**src/rtl/i2c_byte_master.sv**
```systemverilog
module i2c_byte_master #(
  parameter int PW = 8
) (
  input  logic       clk,
  input  logic       rst_n,
  input  logic       reg_we,
  input  logic [2:0] reg_addr,
  input  logic [7:0] reg_wdata,
  output logic [7:0] reg_rdata,
  output logic       scl_oe,
  output logic       sda_oe,
  input  logic       sda_in
);
  typedef enum logic [2:0] {S_IDLE, S_HOLD, S_RS, S_ST, S_BIT, S_SP} st_t;

  st_t           state;
  logic [PW-1:0] presc, cnt;
  logic [4:0]    ph;
  logic          en, c_start, c_stop, c_rd, c_nack;
  logic          op_stop, op_rd, op_nack, nak;
  logic [7:0]    sh, rxd;

  wire           done   = (state == S_IDLE) || (state == S_HOLD);
  wire [PW-1:0]  pmax   = (presc == '0) ? '0 : presc - 1'b1;
  wire           tick   = !done && (cnt == pmax);
  wire           launch = reg_we && (reg_addr == 3'd3) && en && done;
  wire [3:0]     bidx   = ph[4:1];
  wire           bit_val = (bidx == 4'd8) ? (op_rd ? op_nack : 1'b1)
                                          : (op_rd ? 1'b1 : sh[7]);

  always_comb begin
    case (state)
      S_HOLD:  begin scl_oe = 1'b1;            sda_oe = 1'b0;     end
      S_RS:    begin scl_oe = (ph == 5'd0);    sda_oe = 1'b0;     end
      S_ST:    begin scl_oe = 1'b0;            sda_oe = 1'b1;     end
      S_BIT:   begin scl_oe = !ph[0];          sda_oe = !bit_val; end
      S_SP:    begin scl_oe = (ph == 5'd0);    sda_oe = 1'b1;     end
      default: begin scl_oe = 1'b0;            sda_oe = 1'b0;     end
    endcase
  end

  always_comb begin
    case (reg_addr)
      3'd0:    reg_rdata = 8'(presc);
      3'd1:    reg_rdata = {3'b000, c_nack, c_rd, c_stop, c_start, en};
      3'd2:    reg_rdata = {6'b0, nak, done};
      3'd4:    reg_rdata = rxd;
      default: reg_rdata = 8'h00;
    endcase
  end

  always_ff @(posedge clk or negedge rst_n) begin
    if (!rst_n) begin
      state <= S_IDLE;
      presc <= '0;
      cnt <= '0;
      ph <= '0;
      {en, c_start, c_stop, c_rd, c_nack} <= '0;
      {op_stop, op_rd, op_nack, nak} <= '0;
      sh <= '0;
      rxd <= '0;
    end else begin
      if (reg_we && reg_addr == 3'd0) presc <= PW'(reg_wdata);
      if (reg_we && reg_addr == 3'd1)
        {c_nack, c_rd, c_stop, c_start, en} <= reg_wdata[4:0];
      if (launch) begin
        op_stop <= c_stop;
        op_rd   <= c_rd;
        op_nack <= c_nack;
        c_start <= 1'b0;
        c_stop  <= 1'b0;
        sh      <= c_rd ? 8'hFF : reg_wdata;
        cnt     <= '0;
        ph      <= '0;
        state   <= (state == S_IDLE) ? S_ST : (c_start ? S_RS : S_BIT);
      end else if (!done) begin
        cnt <= tick ? '0 : cnt + 1'b1;
        if (tick) begin
          case (state)
            S_RS: if (ph == 5'd1) begin state <= S_ST; ph <= '0; end
                  else ph <= ph + 5'd1;
            S_ST: begin state <= S_BIT; ph <= '0; end
            S_BIT: begin
              if (ph[0]) begin
                if (bidx != 4'd8) sh <= {sh[6:0], sda_in};
                else begin
                  nak <= op_rd ? 1'b0 : sda_in;
                  if (op_rd) rxd <= sh;
                end
              end
              if (ph == 5'd17) begin
                state <= op_stop ? S_SP : S_HOLD;
                ph <= '0;
              end else ph <= ph + 5'd1;
            end
            S_SP: if (ph == 5'd1) state <= S_IDLE;
                  else ph <= ph + 5'd1;
            default: ;
          endcase
        end
      end
    end
  end


  sda_hi_chk: assert property (@(posedge clk) disable iff (!rst_n)
    (state == S_BIT && $past(state) == S_BIT && !scl_oe && !$past(scl_oe))
      |-> $stable(sda_oe));


  done_clr_chk: assert property (@(posedge clk) disable iff (!rst_n)
    (reg_we && reg_addr == 3'd3 && en && done) |=> !done);


  start_clr_chk: assert property (@(posedge clk) disable iff (!rst_n)
    (reg_we && reg_addr == 3'd3 && en && done) |=> !c_start);


  ign_chk: assert property (@(posedge clk) disable iff (!rst_n)
    (reg_we && reg_addr == 3'd3 && !en && done) |=> done);


  stop_rel_chk: assert property (@(posedge clk) disable iff (!rst_n)
    (state == S_IDLE && $past(state) == S_SP) |-> ($past(sda_oe) && !$past(scl_oe)));
endmodule

```
**config.mk**
```make
export PLATFORM = sky130hd
export DESIGN_NAME = i2c_byte_master
export DESIGN_NICKNAME = d
export VERILOG_FILES = /design/src/rtl/i2c_byte_master.sv
export SDC_FILE = /design/constraint.sdc
export NUM_CORES = 1
export LEC_CHECK = 0
export CORE_ASPECT_RATIO = 0.9
export CORE_MARGIN = 2
export CORE_UTILIZATION = 55
export CTS_CLUSTER_DIAMETER = 30
export DETAILED_ROUTE_END_ITERATION = 8
export GPL_TIMING_DRIVEN = 1
export PLACE_DENSITY = 0.76
export RECOVER_POWER = 25
export SYNTH_ARGS = -nofsm -noshare
export SYNTH_HDL_FRONTEND = slang
export SYNTH_SLANG_ARGS = --single-unit
```
**constraint.sdc**
```tcl
create_clock -name clk -period 3.9 [get_ports clk]
set_clock_uncertainty 0.05 [all_clocks]
set_input_delay 1.17 -clock clk [delete_from_list [all_inputs] [get_ports clk]]
set_output_delay 1.17 -clock clk [all_outputs]
set_load 0.005 [all_outputs]
```
==> results of run 1 <==
==> synthesized netlist by cell type (all sizes together), types with 2 or more instances <==
cell type and n:
nand3 7, nand4 2, mux2 19, nor2b 6, a31oi 3, mux2i 20
buf 2, o22ai 4, or2 4, nand2b 7, a211oi 4, and2 2
o21ai 17, inv 11, xor2 3, o21a 2, o21bai 2, nor2 37
nor3b 2, a22o 3, nor3 17, and3 7, a21oi 15, nand2 28
o31ai 2, ha 5, clkbuf 15, o31a 4, or4 5, nor4 3
dfrtp 49, xnor2 5
==> layer usage <==
metal	vias up	GRT usage	routed length, um
li1	1221	-	-
met1	1221	0.362	3290
met2	78	0.411	3300
met3	12	0.0381	297
met4	0	0.0791	117
met5	-	0	0
==> worst paths after layout <==
check,endpoint,start,slack [ps]
max,reg_rdata[2],reg_addr[0],60
min,rxd[3]$_DFFE_PN0P_,sh[3]$_DFFE_PN0P_,460
max reg2reg,rxd[0]$_DFFE_PN0P_,presc[0]$_DFFE_PN0P_,230
min reg2reg,rxd[3]$_DFFE_PN0P_,sh[3]$_DFFE_PN0P_,460
max in group asynchronous,ph[0]$_DFFE_PN0P_,rst_n,2010
min in group asynchronous,cnt[2]$_DFFE_PN0P_,rst_n,1040
==> state kept, by name, indices dropped and copies added, names as in the netlist, 3 cells and up <==
register,count
cnt,8
ph,5
presc,8
sh,8
rxd,8
state,3
==> cell type report <==
type                       count  area (um^2)  area share
timing repair buffer          36          327      0.0948
inverter                      11         41.3      0.0120
clock buffer                   5         68.8      0.0200
multi-input combinational    249         1660       0.483
tap                           67         83.8      0.0243
clock inverter                 3         33.8     0.00981
sequential                    49         1230       0.356
==> worst reg2reg max path, cell delays in order, from the launching register on <==
cell,delay (ps)
dfrtp_1,480
inv_1,110
ha_1,200
or3b_1,390
buf_4,180
nor3_1,210
o21ai_0,130
a2111o_1,440
or4_4,590
nor3_4,400
mux2_2,380
==> stage by stage <==
step                hold slack, ps  area, um^2  cells  power (mW)
floorplan                      420        2970    326        1.10
global placement               426        3320    412        1.25
detailed placement             436        3320    412        1.27
CTS                            462        3430    420        1.60
global route                   481        3440    420        1.72
finish                         463        3440    420        1.61
==> power groups by stage <==
stage	Clock, mW	Combinational, mW	Sequential, mW
after floorplan	0	0.390	0.708
after global placement	0	0.492	0.758
after detailed placement	0	0.512	0.762
after CTS	0.336	0.513	0.753
after global routing	0.358	0.586	0.779
final	0.330	0.519	0.760
==> cell families (layout without fill, tap and decap cells) <==
logic type,count (synthesis),count (layout),synth area share
and+or+nand+nor,132,132,0.225
AOI/OAI and AO/OA,65,65,0.142
DFF,49,49,0.413
muxes,39,39,0.139
buffers and inverters,28,55,0.0362
xor gates and xnor gates,8,8,0.0236
adders and majority gates,5,5,0.0211
==> what timing repair did <==
item | 4_1_cts | 5_1_grt
resized for setup | 5 | 4
setup endpoints to repair | 6 | 10
hold buffers | 0 | 0
==> flow_metrics.tcl, run 1 <==
set metrics [dict create \
    clockBufferDepth 2 \
    finalHoldViolCount 0 \
    portBuffers 24 \
    drive_gt1_frac 0.139 \
    seq_area_frac_synth 0.413 \
    end_kind "output port" \
    cts_sinks 49 \
    cts_buffers 5 \
    place_hpwl_um 5110 \
    firstDrtPassIters 5 \
    switchingPower_mw 0.603 \
    routed_wl_um 7000 \
    arrival_ps 2620 \
    cts_root_buffer "clkbuf_8" \
    final_util 0.659 \
    drc_errors 0 \
    slowest_delay_ps 440 \
    dp_slack_ps -138 \
    crit_fanout 7 \
    powerDensity_nw_per_um2 467 \
    synth_nets 346 \
    vias 2532 \
    period_needed_ps 3840 \
    syn2layout_area_growth_pct 16.0 \
    p_clk_frac 0.205 \
    rsz0062_at_grt "no" \
    rr_worst_depth 10 \
    power_leakage_nw 1.56 \
    slowest_stage "clkdlybuf4s50_1" \
    ioPinCount 25 \
    status "completed" \
    cts_tree "done" \
    gr-total-overflow 0 \
    maxCapViolCount 0 \
    syn_inst 326 \
    critPathMostFrequentCell "nor2_1" \
    synth.cell_area_um2 2970 \
    insertion_delay_ps 320 \
    slew_viol_final 0 \
    share_seq_of_total_power 0.473 \
    final_cell_mix "dfrtp_1, nor2_1, nand2_1" \
    fillerInstances 431 \
    slew_headroom 0.187 \
    yosysTopAreaCell "dfrtp_1" \
    min_path_cells 1 \
    comb_power_share 0.322 \
    grt_pass1_wl_um 11700 \
    die_area_um2 6000 \
    required_ps 2680 \
    tightest_slew_ps 1220 \
    crit_type "in -> out" \
    synth_top_area_share 0.413 \
    grt_util_all_layers 0.257 \
    routedWlPerCell_um 16.7 \
    internal-power_mw 1.01 \
    diodes 0 \
    cp-start-kind "primary input" \
    clk_pin_slew_ps 110 \
    crit_family "buffers and inverters" \
    drtAntennaViolNets 0 \
    drt_iter0_markers 152 \
    worst_slack_ps 64.1 \
    htreeDepth 2 \
    rows 25 \
    grt_pass1_vias 2331 \
    initial_core_util 0.568 \
    timing.setup.tns_ps 0 \
    place.gp.congestion 0.903 \
    hold_class "reg -> reg" \
    die_h_um 73.7 \
    finalSetupViolations 0 \
    path_buf_inv 3 \
    fmax_mhz 261 \
    ir_drop_v 0.000234 \
    final_common_cell "dfrtp_1" \
    die_w_um 81.4 \
    yosys-top-cells-area "dfrtp_1, mux2_2, mux2i_1" \
    crit_cells 7 \
    grt_max_degree 50 \
    p_sw_frac 0.375 \
    post-cts-setup-buffer-count 0 \
    yosysUniqueCellTypes 53 \
    path_cells "dlygate4sd2_1 -> buf_4 -> mux2i_1 -> nor2_1 -> a21oi_1 -> nor2_1 -> clkdlybuf4s50_1" \
    layout.nets 372 \
    ys_async_sr_fraction 1.00 \
    synth_edf_count 0 \
    antenna_found_initial 0 \
    synth.avg_cell_area_um2 9.11 \
    ys.flop_type "dfrtp_1" \
    coreArea_um2 5220 \
    vias_per_cell 6.03 \
    min_period_over_period 0.984 \
    yosys_register_bits 49 \
    yosysWarnings 0 \
]
(Power assumes the default switching activity.)
==> run 2, diff against run 1 <==
--- a/config.mk
+++ b/config.mk
@@ -6,13 +6,12 @@
 export NUM_CORES = 1
 export LEC_CHECK = 0
 export CORE_ASPECT_RATIO = 0.9
-export CORE_MARGIN = 2
+export CORE_MARGIN = 8
 export CORE_UTILIZATION = 55
 export CTS_CLUSTER_DIAMETER = 30
 export DETAILED_ROUTE_END_ITERATION = 8
 export GPL_TIMING_DRIVEN = 1
 export PLACE_DENSITY = 0.76
-export RECOVER_POWER = 25
 export SYNTH_ARGS = -nofsm -noshare
 export SYNTH_HDL_FRONTEND = slang
 export SYNTH_SLANG_ARGS = --single-unit
==> run 2 against run 1 <==
Die area increased by 33%. Sequential power hardly changed. Setup slack gained 63 ps. Count of clock-buffer cells in the layout stayed put. Largest cell class unchanged.
==> flow_metrics.tcl, run 2 (synthesis gave the netlist of run 1 again) <==
set metrics [dict create \
    routed_wl_um 7170 \
    grt_pass1_vias 2452 \
    final_cell_mix "dfrtp_1, nor2_1, nand2_1" \
    crit_family "buffers and inverters" \
    power_leakage_nw 1.56 \
    min_period_over_period 0.968 \
    ir_drop_v 0.000283 \
    powerDensity_nw_per_um2 492 \
    final_common_cell "dfrtp_1" \
    die_w_um 93.4 \
    tightest_slew_ps 1080 \
    coreArea_um2 5220 \
    path_buf_inv 3 \
    post-cts-setup-buffer-count 0 \
    place_hpwl_um 5320 \
    worst_slack_ps 127 \
    insertion_delay_ps 310 \
    initial_core_util 0.568 \
    hold_ws_ps 458 \
    dp.cells 415 \
    place.gp.congestion 0.927 \
    clk_pin_slew_ps 100 \
    final_cell_area_um2 3480 \
    cts_root_buffer "clkbuf_8" \
    stdcell_count 423 \
    finalHoldViolCount 0 \
    grt_util_all_layers 0.187 \
    vias_per_cell 6.04 \
    grt_max_degree 50 \
    syn2layout_area_growth_pct 17.4 \
    grt_pass1_wl_um 12000 \
    dp_slack_ps -177 \
    die_area_um2 8010 \
    hold_class "reg -> reg" \
    drive_gt1_frac 0.143 \
    slowest_delay_ps 450 \
    cts_tree "done" \
    fillerInstances 428 \
    period_needed_ps 3770 \
    critPathMostFrequentCell "nor2_1" \
    ioPinCount 25 \
    slowest_stage "clkdlybuf4s50_1" \
    final_util 0.667 \
    drt_iter0_markers 137 \
    fmax_mhz 265 \
    rows 25 \
    htreeDepth 2 \
    maxCapViolCount 0 \
    diodes 0 \
    cts_buffers 5 \
    routedWlPerCell_um 16.9 \
    drtAntennaViolNets 0 \
    arrival_ps 2550 \
    clockBufferDepth 2 \
    placed_area_um2 3340 \
    path_cells "dlygate4sd2_1 -> buf_4 -> mux2i_1 -> nor2_1 -> a21oi_1 -> nor2_1 -> clkdlybuf4s50_1" \
    end_kind "output port" \
    crit_type "in -> out" \
    drc_errors 0 \
    required_ps 2680 \
    die_h_um 85.7 \
    cp-start-kind "primary input" \
    vias 2556 \
    layout.nets 375 \
    antenna_found_initial 0 \
    slew_headroom 0.281 \
    slew_viol_final 0 \
    firstDrtPassIters 4 \
    crit_fanout 7 \
    status "completed" \
    rsz0062_at_grt "no" \
    portBuffers 24 \
    gr-total-overflow 0 \
    cts_sinks 49 \
    finalSetupViolations 0 \
]
run 2: path summary, 6_finish.rpt:
check,from,slack [ps],end,cells past startpoint
min in group asynchronous,rst_n,1000,cnt[0]$_DFFE_PN0P_,1
hold reg to reg,sh[1]$_DFFE_PN0P_,460,rxd[1]$_DFFE_PN0P_,1
max in group asynchronous,rst_n,2130,presc[0]$_DFFE_PN0P_,1
setup reg to reg,presc[0]$_DFFE_PN0P_,220,rxd[6]$_DFFE_PN0P_,9
setup / recovery,reg_addr[0],130,reg_rdata[2],7
hold / removal,sh[1]$_DFFE_PN0P_,460,rxd[1]$_DFFE_PN0P_,1
run 2: stage by stage:
step / total power [mW] / setup TNS [ps]
after global routing: 1.84 / 0
after detailed placement: 1.28 / -792
after global placement: 1.25 / -666
final: 1.71 / 0
after floorplan: 1.10 / 0
after CTS: 1.72 / 0
run 2: layout make-up:
cell class,count,area [um^2],area share
clock buffers,5,68.8,0.0197
multi-input cells,249,1650,0.474
clock inverters,3,68.8,0.0197
repair buffers,39,344,0.0987
inverters,11,41.3,0.0118
flip-flops and latches,49,1230,0.352
well taps,67,83.8,0.0241
run 2: timing repair:
item	in CTS	in global routing
resized for setup	5	1
hold buffers	0	0
endpoints found under the setup margin	8	1
run 2: power by group:
group,internal (mW),leakage [nW],switching [mW]
Sequential,0.606,0.610,0.151
Combinational,0.266,0.883,0.250
Clock,0.258,0.0687,0.182
run 2: routing by layer:
| metal | part of all wire | GRT usage | vias up |
|---|---|---|---|
| met5 | 0 | 0 | - |
| met2 | 0.47 | 0.293 | 78 |
| li1 | - | - | 1225 |
| met1 | 0.46 | 0.243 | 1239 |
| met3 | 0.056 | 0.0480 | 14 |
| met4 | 0.019 | 0.0643 | 0 |
